File: src/rtl/cmu_pkg.sv
package cmu_pkg;
    typedef enum logic [2:0] {
        OP_LOAD   = 3'd0,
        OP_STORE  = 3'd1,
        OP_CLOAD  = 3'd2,
        OP_CSTORE = 3'd3,
        OP_FETCH  = 3'd4
    } op_e;

    typedef enum logic [1:0] {
        FLT_NONE   = 2'd0,
        FLT_PERM   = 2'd1,
        FLT_ALIGN  = 2'd2,
        FLT_BOUNDS = 2'd3
    } fault_e;

    typedef enum logic [1:0] {
        S_IDLE,
        S_LO,
        S_HI,
        S_RESP
    } state_e;

    localparam int PB_LOAD  = 0;
    localparam int PB_STORE = 1;
    localparam int PB_LCAP  = 2;
    localparam int PB_SCAP  = 3;
    localparam int PB_EXEC  = 4;
    localparam int PERM_W   = 5;
    localparam logic [2:0] SZ_LINE  = 3'd4;
    localparam logic [2:0] SZ_FETCH = 3'd2;
endpackage

File: src/rtl/cmu_check.sv
module cmu_check
    import cmu_pkg::*;
(
    input  logic [2:0]        op,
    input  logic [3:0]        addr_lo,
    input  logic [2:0]        size,
    input  logic [PERM_W-1:0] perm,
    input  logic              bounds_err,
    output logic [1:0]        fault,
    output logic [2:0]        eff_size,
    output logic              two_words,
    output logic              is_write
);
    logic [PERM_W-1:0] need;
    logic              bad_op;
    logic              perm_ok;
    logic              align_ok;
    logic [3:0]        amask;

    always_comb begin
        need   = '0;
        bad_op = 1'b0;
        unique case (op)
            OP_LOAD:   need[PB_LOAD] = 1'b1;
            OP_STORE:  need[PB_STORE] = 1'b1;
            OP_CLOAD:  need[PB_LOAD] = 1'b1;
            OP_CSTORE: begin
                need[PB_STORE] = 1'b1;
                need[PB_SCAP]  = 1'b1;
            end
            OP_FETCH: begin
                need[PB_LOAD] = 1'b1;
                need[PB_EXEC] = 1'b1;
            end
            default: bad_op = 1'b1;
        endcase
    end

    assign perm_ok = !bad_op && ((perm & need) == need);

    always_comb begin
        unique case (op)
            OP_CLOAD, OP_CSTORE: eff_size = SZ_LINE;
            OP_FETCH:            eff_size = SZ_FETCH;
            default:             eff_size = size;
        endcase
    end

    always_comb begin
        unique case (eff_size)
            3'd0:    amask = 4'h0;
            3'd1:    amask = 4'h1;
            3'd2:    amask = 4'h3;
            3'd3:    amask = 4'h7;
            default: amask = 4'hF;
        endcase
    end

    assign align_ok  = (eff_size <= SZ_LINE) && ((addr_lo & amask) == 4'h0);
    assign two_words = (eff_size == SZ_LINE);
    assign is_write  = (op == OP_STORE) || (op == OP_CSTORE);

    always_comb begin
        if (bounds_err)    fault = FLT_BOUNDS;
        else if (!perm_ok) fault = FLT_PERM;
        else if (!align_ok) fault = FLT_ALIGN;
        else               fault = FLT_NONE;
    end

    always_comb begin
        if (bounds_err) a_bounds_first_r2: assert (fault == FLT_BOUNDS);
    end
endmodule

File: src/rtl/cmu_lane.sv
module cmu_lane #(
    parameter int WORD_BYTES = 8
) (
    input  logic [2:0]              size,
    input  logic [2:0]              off,
    input  logic [8*WORD_BYTES-1:0] wdata,
    input  logic [8*WORD_BYTES-1:0] rdata,
    output logic [WORD_BYTES-1:0]   be,
    output logic [8*WORD_BYTES-1:0] wword,
    output logic [8*WORD_BYTES-1:0] rbytes
);
    logic [WORD_BYTES-1:0]   keep;
    logic [8*WORD_BYTES-1:0] shifted;

    always_comb begin
        unique case (size)
            3'd0:    keep = WORD_BYTES'(8'h01);
            3'd1:    keep = WORD_BYTES'(8'h03);
            3'd2:    keep = WORD_BYTES'(8'h0F);
            default: keep = '1;
        endcase
    end

    assign be      = keep << off;
    assign wword   = wdata << {off, 3'b000};
    assign shifted = rdata >> {off, 3'b000};

    for (genvar i = 0; i < WORD_BYTES; i++) begin : g_byte
        assign rbytes[8*i +: 8] = keep[i] ? shifted[8*i +: 8] : 8'h00;
    end
endmodule

File: src/rtl/cmu_tags.sv
module cmu_tags #(
    parameter int LINES  = 64,
    localparam int LINE_W = $clog2(LINES)
) (
    input  logic              clk,
    input  logic              rst_n,
    input  logic [LINE_W-1:0] rd_line,
    output logic              rd_tag,
    input  logic              we,
    input  logic [LINE_W-1:0] wr_line,
    input  logic              wr_val
);
    logic [LINES-1:0] tag_vec;

    always_ff @(posedge clk) begin
        if (!rst_n)  tag_vec <= '0;
        else if (we) tag_vec[wr_line] <= wr_val;
    end

    assign rd_tag = tag_vec[rd_line];

    p_one_line_r1: assert property (@(posedge clk) disable iff (!rst_n)
        $countones(tag_vec ^ $past(tag_vec)) <= 1);
endmodule

File: src/rtl/cap_mem_unit.sv
module cap_mem_unit
    import cmu_pkg::*;
#(
    parameter int ADDR_W = 10,
    localparam int WORD_AW = ADDR_W - 3,
    localparam int LINE_W  = ADDR_W - 4,
    localparam int LINES   = 1 << LINE_W
) (
    input  logic               clk,
    input  logic               rst_n,
    input  logic               req_valid,
    output logic               req_ready,
    input  logic [2:0]         req_op,
    input  logic [ADDR_W-1:0]  req_addr,
    input  logic [2:0]         req_size,
    input  logic [63:0]        req_wdata_lo,
    input  logic [63:0]        req_wdata_hi,
    input  logic               req_wtag,
    input  logic [4:0]         req_perm,
    input  logic               req_bounds_err,
    output logic               rsp_valid,
    output logic [1:0]         rsp_fault,
    output logic [63:0]        rsp_rdata_lo,
    output logic [63:0]        rsp_rdata_hi,
    output logic               rsp_tag,
    output logic               mem_valid,
    input  logic               mem_ready,
    output logic               mem_we,
    output logic [WORD_AW-1:0] mem_addr,
    output logic [7:0]         mem_be,
    output logic [63:0]        mem_wdata,
    input  logic [63:0]        mem_rdata
);
    state_e state, state_nx;

    logic [1:0]        chk_fault;
    logic [2:0]        chk_size;
    logic              chk_two, chk_wr;
    logic              accept;

    logic [2:0]        op_q;
    logic [ADDR_W-1:0] addr_q;
    logic [2:0]        size_q;
    logic              two_q, wr_q, wtag_q, tag_q;
    logic [63:0]       wlo_q, whi_q, rlo_q, rhi_q;
    logic [1:0]        fault_q;

    logic [7:0]        lane_be;
    logic [63:0]       lane_wword, lane_rbytes;
    logic              tag_rd, tag_we, tag_val;
    logic              beat_done;

    cmu_check u_check (
        .op         (req_op),
        .addr_lo    (req_addr[3:0]),
        .size       (req_size),
        .perm       (req_perm),
        .bounds_err (req_bounds_err),
        .fault      (chk_fault),
        .eff_size   (chk_size),
        .two_words  (chk_two),
        .is_write   (chk_wr)
    );

    cmu_lane #(.WORD_BYTES(8)) u_lane (
        .size   (size_q),
        .off    (addr_q[2:0]),
        .wdata  (wlo_q),
        .rdata  (mem_rdata),
        .be     (lane_be),
        .wword  (lane_wword),
        .rbytes (lane_rbytes)
    );

    cmu_tags #(.LINES(LINES)) u_tags (
        .clk     (clk),
        .rst_n   (rst_n),
        .rd_line (req_addr[ADDR_W-1:4]),
        .rd_tag  (tag_rd),
        .we      (tag_we),
        .wr_line (addr_q[ADDR_W-1:4]),
        .wr_val  (tag_val)
    );

    assign accept    = req_valid && (state == S_IDLE);
    assign beat_done = mem_valid && mem_ready;

    // Next state
    always_comb begin
        state_nx = state;
        unique case (state)
            S_IDLE: if (accept) state_nx = (chk_fault != FLT_NONE) ? S_RESP : S_LO;
            S_LO:   if (mem_ready) state_nx = two_q ? S_HI : S_RESP;
            S_HI:   if (mem_ready) state_nx = S_RESP;
            S_RESP: state_nx = S_IDLE;
            default: state_nx = S_IDLE;
        endcase
    end

    // State register
    always_ff @(posedge clk) begin
        if (!rst_n) state <= S_IDLE;
        else        state <= state_nx;
    end

    // Request and response data registers
    always_ff @(posedge clk) begin
        if (!rst_n) begin
            op_q    <= '0;
            addr_q  <= '0;
            size_q  <= '0;
            two_q   <= 1'b0;
            wr_q    <= 1'b0;
            wtag_q  <= 1'b0;
            wlo_q   <= '0;
            whi_q   <= '0;
            fault_q <= FLT_NONE;
            rlo_q   <= '0;
            rhi_q   <= '0;
            tag_q   <= 1'b0;
        end else if (accept) begin
            op_q    <= req_op;
            addr_q  <= req_addr;
            size_q  <= chk_size;
            two_q   <= chk_two;
            wr_q    <= chk_wr;
            wtag_q  <= req_wtag;
            wlo_q   <= req_wdata_lo;
            whi_q   <= req_wdata_hi;
            fault_q <= chk_fault;
            rlo_q   <= '0;
            rhi_q   <= '0;
            tag_q   <= (req_op == OP_CLOAD) && (chk_fault == FLT_NONE)
                       && tag_rd && req_perm[PB_LCAP];
        end else if (beat_done && !wr_q) begin
            if (state == S_LO) rlo_q <= lane_rbytes;
            else               rhi_q <= mem_rdata;
        end
    end

    // Outputs
    always_comb begin
        req_ready    = (state == S_IDLE);
        rsp_valid    = (state == S_RESP);
        rsp_fault    = fault_q;
        rsp_rdata_lo = rlo_q;
        rsp_rdata_hi = rhi_q;
        rsp_tag      = tag_q;
        mem_valid    = (state == S_LO) || (state == S_HI);
        mem_we       = mem_valid && wr_q;
        mem_addr     = addr_q[ADDR_W-1:3] | WORD_AW'(state == S_HI);
        mem_be       = (state == S_HI) ? 8'hFF : lane_be;
        mem_wdata    = (state == S_HI) ? whi_q : lane_wword;
        tag_we       = beat_done && wr_q && ((state == S_HI) || !two_q);
        tag_val      = (op_q == OP_CSTORE) && wtag_q;
    end

    p_fault_no_mem_r2: assert property (@(posedge clk) disable iff (!rst_n)
        (req_valid && req_ready && chk_fault != FLT_NONE) |=> !mem_valid);

    p_tag_we_store_r5: assert property (@(posedge clk) disable iff (!rst_n)
        tag_we |-> (mem_valid && mem_ready && mem_we));

    p_lo_first_r5: assert property (@(posedge clk) disable iff (!rst_n)
        (mem_valid && two_q) |-> (mem_addr[0] == (state == S_HI)));

    p_mem_hold_r10: assert property (@(posedge clk) disable iff (!rst_n)
        (mem_valid && !mem_ready) |=>
            (mem_valid && $stable(mem_addr) && $stable(mem_we) && $stable(mem_wdata)));

    p_rsp_pulse_r10: assert property (@(posedge clk) disable iff (!rst_n)
        rsp_valid |=> !rsp_valid);

    p_ready_idle_r10: assert property (@(posedge clk) disable iff (!rst_n)
        rsp_valid |-> !req_ready);

    p_tag_masked_r6: assert property (@(posedge clk) disable iff (!rst_n)
        (rsp_valid && rsp_tag) |-> (rsp_fault == FLT_NONE));
endmodule

File: config.mk
export PLATFORM = sky130hd
export DESIGN_NAME = cap_mem_unit
export DESIGN_NICKNAME = d
export VERILOG_FILES = /design/src/rtl/cmu_pkg.sv /design/src/rtl/cmu_check.sv /design/src/rtl/cmu_lane.sv /design/src/rtl/cmu_tags.sv /design/src/rtl/cap_mem_unit.sv
export SDC_FILE = /design/constraint.sdc
export NUM_CORES = 1
export LEC_CHECK = 0
export ABC_AREA = 1
export BUFFER_PORTS_ARGS = -buffer_cell sky130_fd_sc_hd__buf_4
export CAP_MARGIN = 20
export CORE_MARGIN = 2
export CORE_UTILIZATION = 48
export DETAILED_ROUTE_END_ITERATION = 12
export GPL_ROUTABILITY_DRIVEN = 0
export PLACE_DENSITY = 0.77
export SLEW_MARGIN = 10
export SYNTH_ARGS = -nofsm -noshare
export SYNTH_HDL_FRONTEND = slang
export SYNTH_SLANG_ARGS = --single-unit
File: constraint.sdc
create_clock -name clk -period 1.87 [get_ports clk]
set_clock_uncertainty 0.15 [all_clocks]
set_input_delay 0.0935 -clock clk [delete_from_list [all_inputs] [get_ports clk]]
set_output_delay 0.0935 -clock clk [all_outputs]
set_load 0.005 [all_outputs]
==> key figures, run 1 <==
Clock tree
  • CTS H-tree lvls: 2
  • Clk sinks: approximately 340
  • Clock root buffer master: clkbuf_16
  • CTS Buf Count: 39
  • Clock Tree Buf Depth: 3

Synthesis
  • Most frequent cell after synthesis: nand2_1
  • Synth warnings: 0
  • Number of synthesized flops with an enable pin: 0
  • Post-synth ARST share: 0
  • Synth unique cells: 38
  • Yosys top cell area share: 0.421
  • Gate Count Post-Synth: 2,345
  • Yosys reg bits: between 300 and 400
  • Avg Cell Area, Syn: between 6 and 7 um2
  • Ranking of synthesized cells by area: dfxtp_1, nand2_1, o21ai_0, inv_1, a21oi_1
  • Post-synth top area cell: dfxtp_1
  • Sequential-to-total area share from yosys stat: 0.421
  • Post-Syn Area: 16,400 um2
  • Most common flop cell mapped by yosys: dfxtp_1
  • Syn Nets: ~2,600
  • Top cells by count, synth: nand2_1, o21ai_0, dfxtp_1

Die
  • Chip height: 189 um
  • Initial core utilization: 0.488
  • Row cnt: 67
  • I/O Pins: about 430
  • Die Span X: 189 um

Timing
  • Worst EP kind: top-level output
  • Worst_ep grt: mem_wdata[29]

Place
  • Placed Area: roughly 21,000 um2
  • Detailed Place HPWL: between 40,000 and 50,000 um
  • Buffers on Ports: 432
  • Post-place setup slack: -0.216 ns

Run status
  • Error: [ERROR GRT-0232] Routing congestion too high. Check the congestion heatmap in the GUI.
  • Status: stopped before the end
  • Halt point of the flow: global routing (5_1_grt)

GRT
  • Largest net degree at the start of global routing: 77
  • Aggregate global routing overflow: 27
  • GRT Total Usage: 0.772
per-stage QoR:
| step | setup TNS (ns) | std cells |
|---|---|---|
| floorplan | -0.00750 | 2345 |
| global placement | -4.51 | 3225 |
| detailed placement | -22.62 | 3225 |
| CTS | -59.12 | 3593 |
logic make-up after synthesis:
| logic type | synth area share |
|---|---|
| and+or+nand+nor | 0.188 |
| adders and majority gates | 0.00306 |
| muxes | 0.00306 |
| DFF | 0.421 |
| buffers and inverters | 0.113 |
| AOI/OAI and AO/OA | 0.273 |
what timing repair did:
item | 4_1_cts
hold buffers | 218
endpoints found under the hold margin | 288
cloned | 40
setup endpoints to repair | 268
buffers inserted | 42
pin swaps | 40
resized for setup | 476
metal layers:
layer  GRT usage  overflow
met4       0.770        14
met2       0.932        13
met1       0.757         0
met5       0.283         0
met3       0.654         0
==> run 2: changes to the inputs <==
--- a/config.mk
+++ b/config.mk
@@ -9,10 +9,10 @@
 export BUFFER_PORTS_ARGS = -buffer_cell sky130_fd_sc_hd__buf_4
 export CAP_MARGIN = 20
 export CORE_MARGIN = 2
-export CORE_UTILIZATION = 48
+export CORE_UTILIZATION = 40
 export DETAILED_ROUTE_END_ITERATION = 12
 export GPL_ROUTABILITY_DRIVEN = 0
-export PLACE_DENSITY = 0.77
+export PLACE_DENSITY_LB_ADDON = 0.15
 export SLEW_MARGIN = 10
 export SYNTH_ARGS = -nofsm -noshare
 export SYNTH_HDL_FRONTEND = slang
==> constraint.sdc (replaced) <==
create_clock -name clk -period 2.4 [get_ports clk]
set_clock_uncertainty 0.15 [all_clocks]
set_input_delay 0.12 -clock clk [delete_from_list [all_inputs] [get_ports clk]]
set_output_delay 0.12 -clock clk [all_outputs]
set_load 0.005 [all_outputs]
==> run 2 against run 1 <==
Compared with the run above:
- the flow now finishes, with violations (setup timing)
- area after synthesis unchanged
- synthesized cell count unchanged
==> key figures, run 2 <==
Run status
  • Status: complete, but fails checks
  • Failing checks: setup timing

Finish
  • Final #Nets: approximately 3,200
  • Antenna diodes: 0
  • Layout cell share with drive strength beyond 1: 0.220
  • Area grow syn2layout: 47.1%
  • Fin area: 24,100 um2
  • Commonest non-fill, non-tap cell in the layout: nand2_1
  • Final std cells w/o fill: between 3,000 and 4,000
  • Fillers: approximately 3,700
  • Most frequent cells in the layout: nand2_1, buf_4, dfxtp_1

Die
  • Die area: approximately 43,000 um2
  • Chip height: roughly 210 um
  • Die Span X: about 210 um
  • Initial core utilization: 0.403
  • I/O Pins: 433
  • Row cnt: 74
  • Core region area: between 40,000 and 50,000 um2

GRT
  • Aggregate global routing overflow: 0
  • Largest net degree at the start of global routing: 114
  • GRT Total Usage: 0.317
  • First-pass GRT wire length: a little over 100,000 um
  • Vias in the first global route: ~18,000
  • Initial antenna violation count: 0

Clock tree
  • CTS Buf Count: 40
  • Clk sinks: ~340
  • CTS tree: yes
  • Reg clk slew, reported paths: approximately 0.060 ns
  • Clk_lat worst skew: about 0.57 ns
  • Clock root buffer master: clkbuf_16
  • Clock Tree Buf Depth: 3
  • CTS H-tree lvls: 2

Power and ir drop
  • Max VDD drop: slightly above 500 uV
  • Net switching power: about 8.1 mW
  • Int Power: between 10 and 15 mW
  • Switching share of power: 0.377
  • Clk pwr share: 0.273
  • Leak: around 10 nW
  • Pwr/cell area: 894 nW/um2
  • Proportion of power drawn by flip-flops and latches: 0.323
  • Combinational Power Share: 0.405

Synthesis
  • Number of synthesized flops with an enable pin: 0
  • Avg Cell Area, Syn: 6.98 um2
  • Post-Syn Area: between 15,000 and 20,000 um2
  • Yosys reg bits: roughly 340
  • Post-synth top area cell: dfxtp_1
  • Synth unique cells: 38
  • Most frequent cell after synthesis: nand2_1
  • Yosys top cell area share: 0.421
  • Post-synth ARST share: 0
  • Most common flop cell mapped by yosys: dfxtp_1
  • Top cells by count, synth: nand2_1, o21ai_0, dfxtp_1
  • Ranking of synthesized cells by area: dfxtp_1, nand2_1, o21ai_0, inv_1, a21oi_1
  • Sequential-to-total area share from yosys stat: 0.421
  • Synth warnings: 0
  • Gate Count Post-Synth: between 2,000 and 2,500
  • Syn Nets: between 2,000 and 3,000

Worst setup path
  • Cell count of the worst reg-to-reg path: 8
  • Worst Path Arrival: ~2.2 ns
  • Crit-path cells: clkinv_2 -> bufbuf_16 -> o211ai_1 -> o221ai_1 -> buf_4
  • CP Capture Type: primary output
  • Worst path slowest cell: bufbuf_16
  • Slowest stage delay, CP: ~0.38 ns
  • Critical path class: register to primary output
  • Worst Setup Start Kind: register
  • Critical Path RT: 2.13 ns
  • Critical path peak fanout: 56

Route
  • Initial DRC count: between 1,500 and 2,000
  • Total Wirelength: just over 70,000 um
  • DR vias: approximately 19,000
  • Drt pass-1 iters: 6
  • Vias per cell: roughly 5.4
  • Post-DR wirelength/cell: between 20 and 25 um
  • Antenna viol nets, final: 0
  • DRC Markers: 0

Place
  • Inst Count DP: between 3,000 and 4,000
  • Placed Area: a little over 20,000 um2
  • Buffers on Ports: between 400 and 500
  • Detailed Place HPWL: between 40,000 and 50,000 um

Hold path
  • Worst hold stages: 6
  • Hold Path Class: primary input to register

Timing
  • Final hold violations: 0
  • Setup WS post-layout: -0.0330 ns
  • Worst rel slew slack: 0.316
  • Period utilization: 1.01
  • FMAX: between 0.4 and 0.5 GHz
  • Slew Viols, Final: 0
  • Final setup viols: 1
  • Final min period: between 2 and 2.5 ns
  • Actual slew at the worst max-slew pin: 1.02 ns
  • RSZ-0062 raised after global routing: true
  • Setup TNS: -0.0330 ns

Flow run
  • MaxCap Viol Count: 0
[run 2: final cells by class]
type / instances / area (um2) / share of cell area
multi-input cells: 1537 / 7860 / 0.326
flip-flops and latches: 344 / 6900 / 0.286
well taps: 532 / 666 / 0.0276
clock inverters: 10 / 88.8 / 0.00369
clock buffers: 52 / 1130 / 0.0468
inverters: 282 / 1080 / 0.0448
repair buffers: 730 / 6360 / 0.264
repair inverters: 1 / 5.00 / 0.000208
[run 2: cell families (layout without fill, tap and decap cells)]
kind of cell | Yosys count | after routing | share of synthesized area
buf+inv | 464 | 1075 | 0.113
fa+ha+maj | 4 | 4 | 0.00306
simple gates | 758 | 758 | 0.188
mux | 5 | 5 | 0.00306
flops | 344 | 344 | 0.421
compound gates | 770 | 770 | 0.273
[run 2: final timing paths]
path	startpoint	end	slack [ns]
worst min register to register	u_tags.tag_vec[39]	u_tags.tag_vec[39]	0.30
worst max register to register	addr_q[0]	rsp_rdata_lo[5]	0.11
worst min-delay path	req_perm[4]	rsp_fault[0]	0.03
worst max-delay path	addr_q[1]	mem_wdata[33]	-0.03
[run 2: power by group through the flow]
| stage | logic, mW | registers [mW] | clock network (mW) |
|---|---|---|---|
| after global routing | 9.26 | 7.01 | 6.17 |
| after CTS | 8.18 | 6.92 | 5.95 |
| final | 8.71 | 6.95 | 5.87 |
| after floorplan | 3.81 | 6.94 | 0 |
| after detailed placement | 7.51 | 7.02 | 0 |
| after global placement | 7.47 | 7.00 | 0 |
[run 2: critical path: cells and delay by family (launching register included)]
family | cells | cell delay [ns]
AO/OA/AOI/OAI | 2 | 0.52
buffers and inverters | 3 | 0.71
flip-flops | 1 | 0.37
[run 2: timing repair]
action,in CTS,in global routing
buffers inserted,10,6
hold buffers,217,0
resized for setup,63,42
endpoints found under the setup margin,71,57
endpoints found under the hold margin,288,0
cloned,2,4
pin swaps,2,3
[run 2: stage by stage]
| step | hold WS, ns | setup WS, ns | total power [mW] | utilization |
|---|---|---|---|---|
| floorplan | 0.0827 | 0.408 | 10.8 | - |
| global placement | 0.170 | 0.157 | 14.5 | 0.496 |
| detailed placement | 0.175 | 0.105 | 14.5 | 0.496 |
| CTS | 0.000836 | -0.0621 | 21.0 | 0.587 |
| global route | 0.0598 | -0.0736 | 22.4 | 0.592 |
| finish | 0.0347 | -0.0330 | 21.5 | 0.592 |
[run 2: per-layer routing]
metal	GRT usage	share of wire	vias to the layer above
li1	-	-	9015
met1	0.405	0.41	8868
met2	0.524	0.48	859
met3	0.0564	0.074	158
met4	0.134	0.040	0
met5	0	0	-
Power figures use the tool's default switching activity.
==> run 3: changes to the inputs <==
--- a/config.mk
+++ b/config.mk
@@ -9,7 +9,7 @@
 export BUFFER_PORTS_ARGS = -buffer_cell sky130_fd_sc_hd__buf_4
 export CAP_MARGIN = 20
 export CORE_MARGIN = 2
-export CORE_UTILIZATION = 40
+export CORE_UTILIZATION = 57
 export DETAILED_ROUTE_END_ITERATION = 12
 export GPL_ROUTABILITY_DRIVEN = 0
 export PLACE_DENSITY_LB_ADDON = 0.15
==> constraint.sdc (replaced) <==
create_clock -name clk -period 3.1 [get_ports clk]
set_clock_uncertainty 0.15 [all_clocks]
set_input_delay 0.155 -clock clk [delete_from_list [all_inputs] [get_ports clk]]
set_output_delay 0.155 -clock clk [all_outputs]
set_load 0.005 [all_outputs]
==> run 3 against run 2 <==
Compared with the run above:
- the flow now finishes without violations
- sequential cell count is the same
- cell count shrank 5.4%
- critical path type unchanged
- non-clock buffer count shrank 47
- combinational power shrank 30%
- die area shrank 29%
- first-iteration DRC count grew 88%
- largest power group unchanged
- largest cell class unchanged
- worst setup slack gained 0.058 ns
- wire length shrank 1.7%
- hold slack gained 0.0010 ns
- via count grew 7.2%
==> key figures, run 3 (same netlist as run 2, synthesis figures left out) <==
Route
  • Met3 wire length: 8590 um
  • DR vias: 20,300
  • DRC Markers: 0
  • Drt pass-1 iters: 7
  • Top sig layer: met5
  • Post-DR wirelength/cell: ~21 um
  • Routed wl met2: 29,900 um
  • Vias per cell: 6.14
  • Total Wirelength: approximately 69,000 um
  • Antenna viol nets, final: 0
  • Initial DRC count: approximately 3,300
  • M1 WL: 25,500 um

Timing
  • Setup TNS: 0 ns
  • Period utilization: 0.992
  • Actual slew at the worst max-slew pin: between 1 and 1.5 ns
  • Setup WS post-layout: around 0.025 ns
  • RSZ-0062 raised after global routing: false
  • Final hold violations: 0
  • FMAX: around 0.33 GHz
  • Final min period: around 3.1 ns
  • Final setup viols: 0
  • Worst rel slew slack: 0.317
  • Slew Viols, Final: 0

GRT
  • First-pass GRT wire length: roughly 110,000 um
  • Initial antenna violation count: 5
  • Aggregate global routing overflow: 0
  • GRT Total Usage: 0.438
  • Largest net degree at the start of global routing: approximately 130
  • Vias in the first global route: 19,300

Worst setup path
  • FF-to-FF setup slack: approximately 0.33 ns
  • Reg2reg start: state[0]
  • Worst Setup Start Kind: register
  • Critical path peak fanout: 47
  • Buf/Inv on CP: 2
  • Critical path class: register to primary output
  • Critical R2R Capture: two_q
  • Worst Path Arrival: between 2 and 3 ns
  • Worst path slowest cell: dfxtp_4
  • CP Capture Type: primary output
  • Critical path's top delay family: compound AO/OA/AOI/OAI gates
  • Critical Path RT: between 2 and 3 ns
  • Crit-path cells: buf_4 -> o21ai_0 -> o21ai_0 -> o221ai_1 -> buf_4
  • Slowest stage delay, CP: about 0.66 ns
  • Cell count of the worst reg-to-reg path: 8

Die
  • I/O Pins: roughly 430
  • Chip height: between 150 and 200 um
  • Initial core utilization: 0.575
  • Die Span X: about 170 um
  • Row cnt: 62
  • Die area: between 30,000 and 40,000 um2
  • Core region area: 28,500 um2

Finish
  • Layout cell share with drive strength beyond 1: 0.196
  • Commonest non-fill, non-tap cell in the layout: nand2_1
  • Final #Nets: a little over 3,000
  • Area grow syn2layout: 41.0%
  • Multi-input logic area: 7670 um2
  • Sequential cell area: between 6000 and 7000 um2
  • Most frequent cells in the layout: nand2_1, buf_4, o21ai_0
  • Fillers: between 1,500 and 2,000

Power and ir drop
  • Pwr/cell area: 699 nW/um2
  • Max VDD drop: 513 uV
  • Leak: 9.88 nW

Hold path
  • Hold path startpoint: req_perm[1]
  • Worst Hold Path EP: rsp_fault[0]
  • Hold Path Class: primary input to register
  • Worst hold stages: 6

Clock tree
  • CTS tree: yes
  • CTS H-tree lvls: 2
  • Clock Tree Buf Depth: 3
  • Reg clk slew, reported paths: around 0.060 ns
  • Clock root buffer master: clkbuf_16
  • Clk sinks: around 340
  • CTS Buf Count: 37
  • Clk_lat worst skew: 0.53 ns
  • Setup Buffers After CTS: 0

Run status
  • Status: finished, final reports clean

Place
  • Detailed Place HPWL: 43,900 um
  • Buffers on Ports: between 400 and 500
  • Post-place setup slack: approximately 0.6 ns

Flow run
  • MaxCap Viol Count: 0
## run 3: cell types whose count changed in the layout (fill, tap and decap cells not counted), moves of 7 or more
cell,before,now
o221ai_1,34,45
buf_4,486,464
o21ai_1,52,12
o21ai_0,304,353
buf_12,14,5
o22ai_1,36,43
o22ai_2,7,0
o21ai_2,9,0
o221ai_2,11,0
## run 3: worst max path at each step
stage                     cells after the start  startpoint                to  slack, ns
final                                         5   addr_q[0]     mem_wdata[59]       0.03
after global routing                          5   addr_q[0]     mem_wdata[50]      0.007
after detailed placement                      8    state[0]  rsp_rdata_lo[27]       0.60
after floorplan                               7    state[0]  rsp_rdata_hi[43]       1.11
after global placement                        8    state[0]  rsp_rdata_lo[27]       0.73
after CTS                                     7    state[0]     mem_wdata[63]       0.15
## run 3: cell type report
type                            count  share of cell area
Antenna cell                        4            0.000434
Clock buffer                       50              0.0471
Clock inverter                     14             0.00704
Inverter                          282              0.0461
Multi-Input combinational cell   1537               0.332
Sequential cell                   344               0.298
Tap cell                          384              0.0208
Timing Repair Buffer              683               0.248
## run 3: where the power goes
part / internal (mW) / switching, mW
Clock: 2.72 / 1.91
Combinational: 2.25 / 3.84
Sequential: 5.03 / 0.398
Total: 9.99 / 6.14
## run 3: metrics by stage
stage	util	instance area, um2	hold WS (ns)	cells	total power [mW]
after floorplan	-	16400	0.118	2345	8.32
after global placement	0.691	19700	0.203	3016	10.8
after detailed placement	0.691	19700	0.210	3016	10.9
after CTS	0.810	23100	0.0170	3294	15.7
after global routing	0.811	23100	0.0669	3298	16.6
final	0.811	23100	0.0357	3298	16.1
## run 3: layer usage
layer / up-vias / global-route usage
li1: 8923 / -
met1: 9190 / 0.544
met2: 1719 / 0.677
met3: 421 / 0.118
met4: 2 / 0.273
met5: - / 0
## run 3: worst min-delay path: cells and delay by family
kind | cells | cell delay, ns
AND/OR/NAND/NOR | 3 | 0.23
AO/OA/AOI/OAI | 2 | 0.19
buffers and inverters | 1 | 0.10
## run 3: what timing repair did
item,CTS,global route
hold buffers,214,0
hold endpoints to repair,275,0
resized for setup,0,1
endpoints found under the setup margin,0,2
